===== config.mk =====
export PLATFORM = sky130hd
export DESIGN_NAME = sndbus_front
export DESIGN_NICKNAME = d
export VERILOG_FILES = /design/src/rtl/sndbus_pkg.sv /design/src/rtl/sndbus_decode.sv /design/src/rtl/sndbus_latch.sv /design/src/rtl/sndbus_strobe.sv /design/src/rtl/sndbus_status.sv /design/src/rtl/sndbus_front.sv
export SDC_FILE = /design/constraint.sdc
export NUM_CORES = 1
export LEC_CHECK = 0
export BUFFER_PORTS_ARGS = -buffer_cell sky130_fd_sc_hd__buf_2
export CORE_ASPECT_RATIO = 1.1
export CORE_MARGIN = 2
export CORE_UTILIZATION = 41
export CTS_BUF_LIST = sky130_fd_sc_hd__clkbuf_4 sky130_fd_sc_hd__clkbuf_8 sky130_fd_sc_hd__clkbuf_16
export CTS_CLUSTER_DIAMETER = 100
export CTS_CLUSTER_SIZE = 24
export DETAILED_ROUTE_END_ITERATION = 8
export PLACE_DENSITY = 0.68
export SLEW_MARGIN = 30
export SYNTH_ARGS = -nofsm -noshare
export SYNTH_HDL_FRONTEND = slang
export SYNTH_HIERARCHICAL = 1
export SYNTH_SLANG_ARGS = --single-unit

===== constraint.sdc =====
create_clock -name clk -period 1.4 [get_ports clk]
set_input_delay 0.28 -clock clk [delete_from_list [all_inputs] [get_ports clk]]
set_output_delay 0.28 -clock clk [all_outputs]
set_load 0.01 [all_outputs]

===== src/rtl/sndbus_pkg.sv =====
package sndbus_pkg;

  // Kind of host access decoded from one bus cycle
  typedef enum logic [1:0] {
    ACC_IDLE = 2'd0,
    ACC_ADDR = 2'd1,
    ACC_DATA = 2'd2
  } acc_kind_e;

  // Bit positions inside the port offset that the decoder relies on
  localparam int unsigned OFS_DATA_BIT = 0;
  localparam int unsigned OFS_PART_BIT = 1;

endpackage


===== src/rtl/sndbus_decode.sv =====
module sndbus_decode
  import sndbus_pkg::*;
#(
  parameter int unsigned OFS_W = 2
) (
  input  logic             wr,
  input  logic [OFS_W-1:0] ofs,
  output acc_kind_e        kind,
  output logic             part_sel
);

  always_comb begin
    kind = ACC_IDLE;
    if (wr) begin
      if (ofs[OFS_DATA_BIT]) kind = ACC_DATA;
      else                   kind = ACC_ADDR;
    end
  end

  // The part bit only matters for address ports; it is passed to the latch
  assign part_sel = ofs[OFS_PART_BIT];

endmodule


===== src/rtl/sndbus_latch.sv =====
module sndbus_latch #(
  parameter int unsigned REG_W = 8
) (
  input  logic             clk,
  input  logic             rst,
  input  logic             load,
  input  logic             part_in,
  input  logic [REG_W-1:0] reg_in,
  output logic             part_q,
  output logic [REG_W-1:0] reg_q
);

  // One shared latch: register number plus the bank bit
  always_ff @(posedge clk) begin
    if (rst) begin
      part_q <= 1'b0;
      reg_q  <= '0;
    end else if (load) begin
      part_q <= part_in;
      reg_q  <= reg_in;
    end
  end

endmodule


===== src/rtl/sndbus_strobe.sv =====
module sndbus_strobe #(
  parameter int unsigned REG_W  = 8,
  parameter int unsigned DATA_W = 8
) (
  input  logic              clk,
  input  logic              rst,
  input  logic              fire,
  input  logic              part_in,
  input  logic [REG_W-1:0]  reg_in,
  input  logic [DATA_W-1:0] data_in,
  output logic              stb,
  output logic              part_q,
  output logic [REG_W-1:0]  reg_q,
  output logic [DATA_W-1:0] data_q
);

  always_ff @(posedge clk) begin
    if (rst) begin
      stb    <= 1'b0;
      part_q <= 1'b0;
      reg_q  <= '0;
      data_q <= '0;
    end else begin
      stb <= fire;
      if (fire) begin
        part_q <= part_in;
        reg_q  <= reg_in;
        data_q <= data_in;
      end
    end
  end

endmodule


===== src/rtl/sndbus_status.sv =====
module sndbus_status #(
  parameter int unsigned DATA_W = 8
) (
  input  logic              clk,
  input  logic              rst,
  input  logic              rd,
  input  logic [DATA_W-1:0] status_in,
  output logic [DATA_W-1:0] rdata
);

  always_ff @(posedge clk) begin
    if (rst)     rdata <= '0;
    else if (rd) rdata <= status_in;
  end

endmodule


===== src/rtl/sndbus_front.sv =====
module sndbus_front
  import sndbus_pkg::*;
#(
  parameter int unsigned OFS_W  = 2,
  parameter int unsigned REG_W  = 8,
  parameter int unsigned DATA_W = 8
) (
  input  logic              clk,
  input  logic              rst,
  input  logic              bus_wr,
  input  logic              bus_rd,
  input  logic [OFS_W-1:0]  bus_ofs,
  input  logic [DATA_W-1:0] bus_wdata,
  output logic [DATA_W-1:0] bus_rdata,
  input  logic [DATA_W-1:0] status_in,
  output logic              wr_stb,
  output logic              wr_part,
  output logic [REG_W-1:0]  wr_reg,
  output logic [DATA_W-1:0] wr_data
);

  acc_kind_e        kind;
  logic             part_sel;
  logic             lat_part;
  logic [REG_W-1:0] lat_reg;
  logic [REG_W-1:0] addr_byte;

  // Register number taken from the low bits of the host byte
  localparam int unsigned NUM_W = (REG_W < DATA_W) ? REG_W : DATA_W;

  always_comb begin
    addr_byte = '0;
    addr_byte[NUM_W-1:0] = bus_wdata[NUM_W-1:0];
  end

  sndbus_decode #(.OFS_W(OFS_W)) decode_i (
    .wr       (bus_wr),
    .ofs      (bus_ofs),
    .kind     (kind),
    .part_sel (part_sel)
  );

  sndbus_latch #(.REG_W(REG_W)) latch_i (
    .clk     (clk),
    .rst     (rst),
    .load    (kind == ACC_ADDR),
    .part_in (part_sel),
    .reg_in  (addr_byte),
    .part_q  (lat_part),
    .reg_q   (lat_reg)
  );

  sndbus_strobe #(.REG_W(REG_W), .DATA_W(DATA_W)) strobe_i (
    .clk     (clk),
    .rst     (rst),
    .fire    (kind == ACC_DATA),
    .part_in (lat_part),
    .reg_in  (lat_reg),
    .data_in (bus_wdata),
    .stb     (wr_stb),
    .part_q  (wr_part),
    .reg_q   (wr_reg),
    .data_q  (wr_data)
  );

  sndbus_status #(.DATA_W(DATA_W)) status_i (
    .clk       (clk),
    .rst       (rst),
    .rd        (bus_rd),
    .status_in (status_in),
    .rdata     (bus_rdata)
  );

endmodule


==> key figures <==
STA
  – Worst slew pin tran: approximately 0.59 ns
  – RSZ-0062 raised after global routing: false
  – Slew Limit Fails: 0
  – Setup violators final: 0
  – Worst clock skew: about 0.0013 ns
  – Fmax: 922 MHz
  – Final Critical Period: 1.08 ns
  – Final hold vios: 0
  – Final hold slack: 0.203 ns
  – Final worst-path cycle share: 0.775
  – Worst slew margin: 0.607

Clock tree
  – Reg clk slew, reported paths: 0.09 ns
  – Post-CTS Hold Fix Bufs: 0
  – TritonCTS clock tree: done
  – Clk_lat worst skew: 0.31 ns
  – Post-CTS Setup Inserts: 0
  – CTS resizes: 0
  – Total CTS buffers: 5
  – Clock sinks: 35
  – Clock buffer depth: 2
  – Clk root buf: clkbuf_4
  – H-Tree Level Count: 2

Placed design
  – RD Place Congestion: 0.654
  – Dpl hpwl: approximately 1700 µm
  – I/O Buffers: 47
  – Dpl cells: 191

Pwr
  – Maximum VDD drop: 0.000630 V
  – Power per cell area: between 1000 and 1500 nW/µm²
  – Leak pwr: 0.000750 µW

Setup path
  – Worst EP required: between 1.5 and 2 ns
  – Crit-path cells: buf_2 > and2b_2 > and2b_2 > buf_12 > mux2i_1 > nor2_1
  – Crit path max-delay cell type: mux2i_1
  – CP Capture Type: flop
  – R2R cell count: 2
  – Crit Path Class: input port to flop
  – Worst path most repeated cell: and2b_2
  – Flop2flop setup slack: 0.72 ns
  – Crit path arrival time: 1.27 ns
  – R2r endpoint: strobe_i/reg_q[6]
  – Largest stage delay, worst path: 0.24 ns
  – CP max FO: 18
  – Worst Setup Start Kind: input port
  – Worst R2R Start: latch_i/reg_q[6]
  – Crit path capture: strobe_i/reg_q[6]
  – Crit path launch: bus_ofs[0]

Detailed routing
  – Remaining DRCs: 0
  – Vias per cell: 4.83
  – DRT iter0 DRCs: 15
  – Drt total wl: 2290 µm
  – DRT Pass-1 Iters: 4
  – Antenna Nets Post-Route: 0
  – Total number of vias: 952
  – Routed WL per cell: 11.6 µm

Logic synthesis
  – Synthesized flop and latch total: 35
  – Ys Warns: 6
  – Synthesized Nets: 139
  – Synth unique cells: 11
  – Post-Syn Instances: 117
  – Mean Syn Cell Area: 11.0 µm²
  – Register area share after synthesis: 0.545
  – Synth Cell Area: approximately 1300 µm²

Floorplan
  – Die Height: 62.7 µm
  – Cell Rows: 21
  – DIE WIDTH: 57.4 µm
  – I/O Pins: 48
  – Initial cell density of the core: 0.425
  – CORE AREA: between 3000 and 4000 µm²
  – Die area: about 3600 µm²

Worst hold path
  – Hold Path Class: input port to flop

Finish
  – Non-filler cells, final: 197
  – Post-layout util: 0.515
  – Ant. Diodes: 0
  – Area grow syn2layout: 21.1%
  – Share of layout cells above drive strength 1: 0.356
  – Filler cells: 286
  – # nets final: 186

GRT
  – Gr usage total: 0.140
  – First-pass GRT wire length: approximately 3900 µm
  – Total grt overflow: 0
  – Largest net degree at the start of global routing: 36
  – Vias in the first global route: 915
  – Antenna violations before repair: 0

Run
  – Max Cap Viol: 0

Run status
  – Status: complete, no violations
[how the worst min path moves through the flow]
stage                                   from                 end  slack (ns)  cells after the start
after global placement     status_i/rdata[6]   status_i/rdata[6]        0.47                      2
after global routing            status_in[4]   status_i/rdata[4]        0.18                      3
after CTS                       status_in[2]   status_i/rdata[2]        0.18                      3
after floorplan                 bus_wdata[0]    latch_i/reg_q[0]        0.43                      2
after detailed placement  strobe_i/data_q[3]  strobe_i/data_q[3]        0.48                      2
final                           status_in[1]   status_i/rdata[1]        0.20                      3
[registers in the layout, indices dropped and copies added (netlist names)]
register         cells
strobe_i/reg_q       8
latch_i/reg_q        8
latch_i/part_q       1
strobe_i/stb         1
status_i/rdata       8
strobe_i/part_q      1
strobe_i/data_q      8
[synthesized netlist by cell type (all sizes together)]
cell,instances,area share
and2,1,0.0058
and2b,2,0.014
buf,9,0.061
dfxtp,35,0.55
mux2i,34,0.26
nor2,34,0.099
nor2b,2,0.0097
[per-layer routing]
layer | vias to the layer above | part of all wire | GRT usage
li1 | 470 | - | -
met1 | 437 | 0.43 | 0.151
met2 | 40 | 0.47 | 0.236
met3 | 5 | 0.086 | 0.0518
met4 | 0 | 0.013 | 0.0698
met5 | - | 0 | 0
[cells by family (layout without fill, tap and decap cells)]
| logic type | Yosys count | count (layout) | synth area share |
|---|---|---|---|
| buf+inv | 9 | 55 | 0.0613 |
| flops | 35 | 35 | 0.545 |
| mux | 34 | 34 | 0.265 |
| simple gates | 39 | 39 | 0.129 |
[report_power, final]
part,switching [µW],internal (µW)
clock,287,198
combinational,98.1,97.2
sequential,17.8,1040
[worst max-delay path: cells and delay by family]
kind,cells,cell delay (ns)
multiplexers,1,0.24
buffers and inverters,2,0.25
AND/OR/NAND/NOR,3,0.50
[final cells by class]
| class | instances | area (µm²) | share of cell area |
|---|---|---|---|
| Timing Repair Buffer | 49 | 263 | 0.169 |
| Clock buffer | 6 | 45.0 | 0.0289 |
| Tap cell | 34 | 42.5 | 0.0273 |
| Sequential cell | 35 | 701 | 0.450 |
| Multi-Input combinational cell | 73 | 505 | 0.325 |
[cell usage in the layout, fill, tap and decap left out]
cell,count
buf_2,47
nor2_1,34
dfxtp_1,35
and2_2,1
and2b_2,2
clkbuf_4,6
buf_12,1
mux2i_1,34
nor2b_1,2
buf_4,1
[stage by stage]
stage	power [µW]	setup TNS, ns	cell area, µm²	setup slack (ns)
final	1730	0	1560	0.315
after floorplan	1210	0	1280	0.117
after CTS	1770	0	1560	0.299
after global placement	1270	0	1510	0.0560
after global routing	1840	0	1560	0.229
after detailed placement	1270	-0.00663	1510	-0.00663
(Power assumes the default switching activity.)
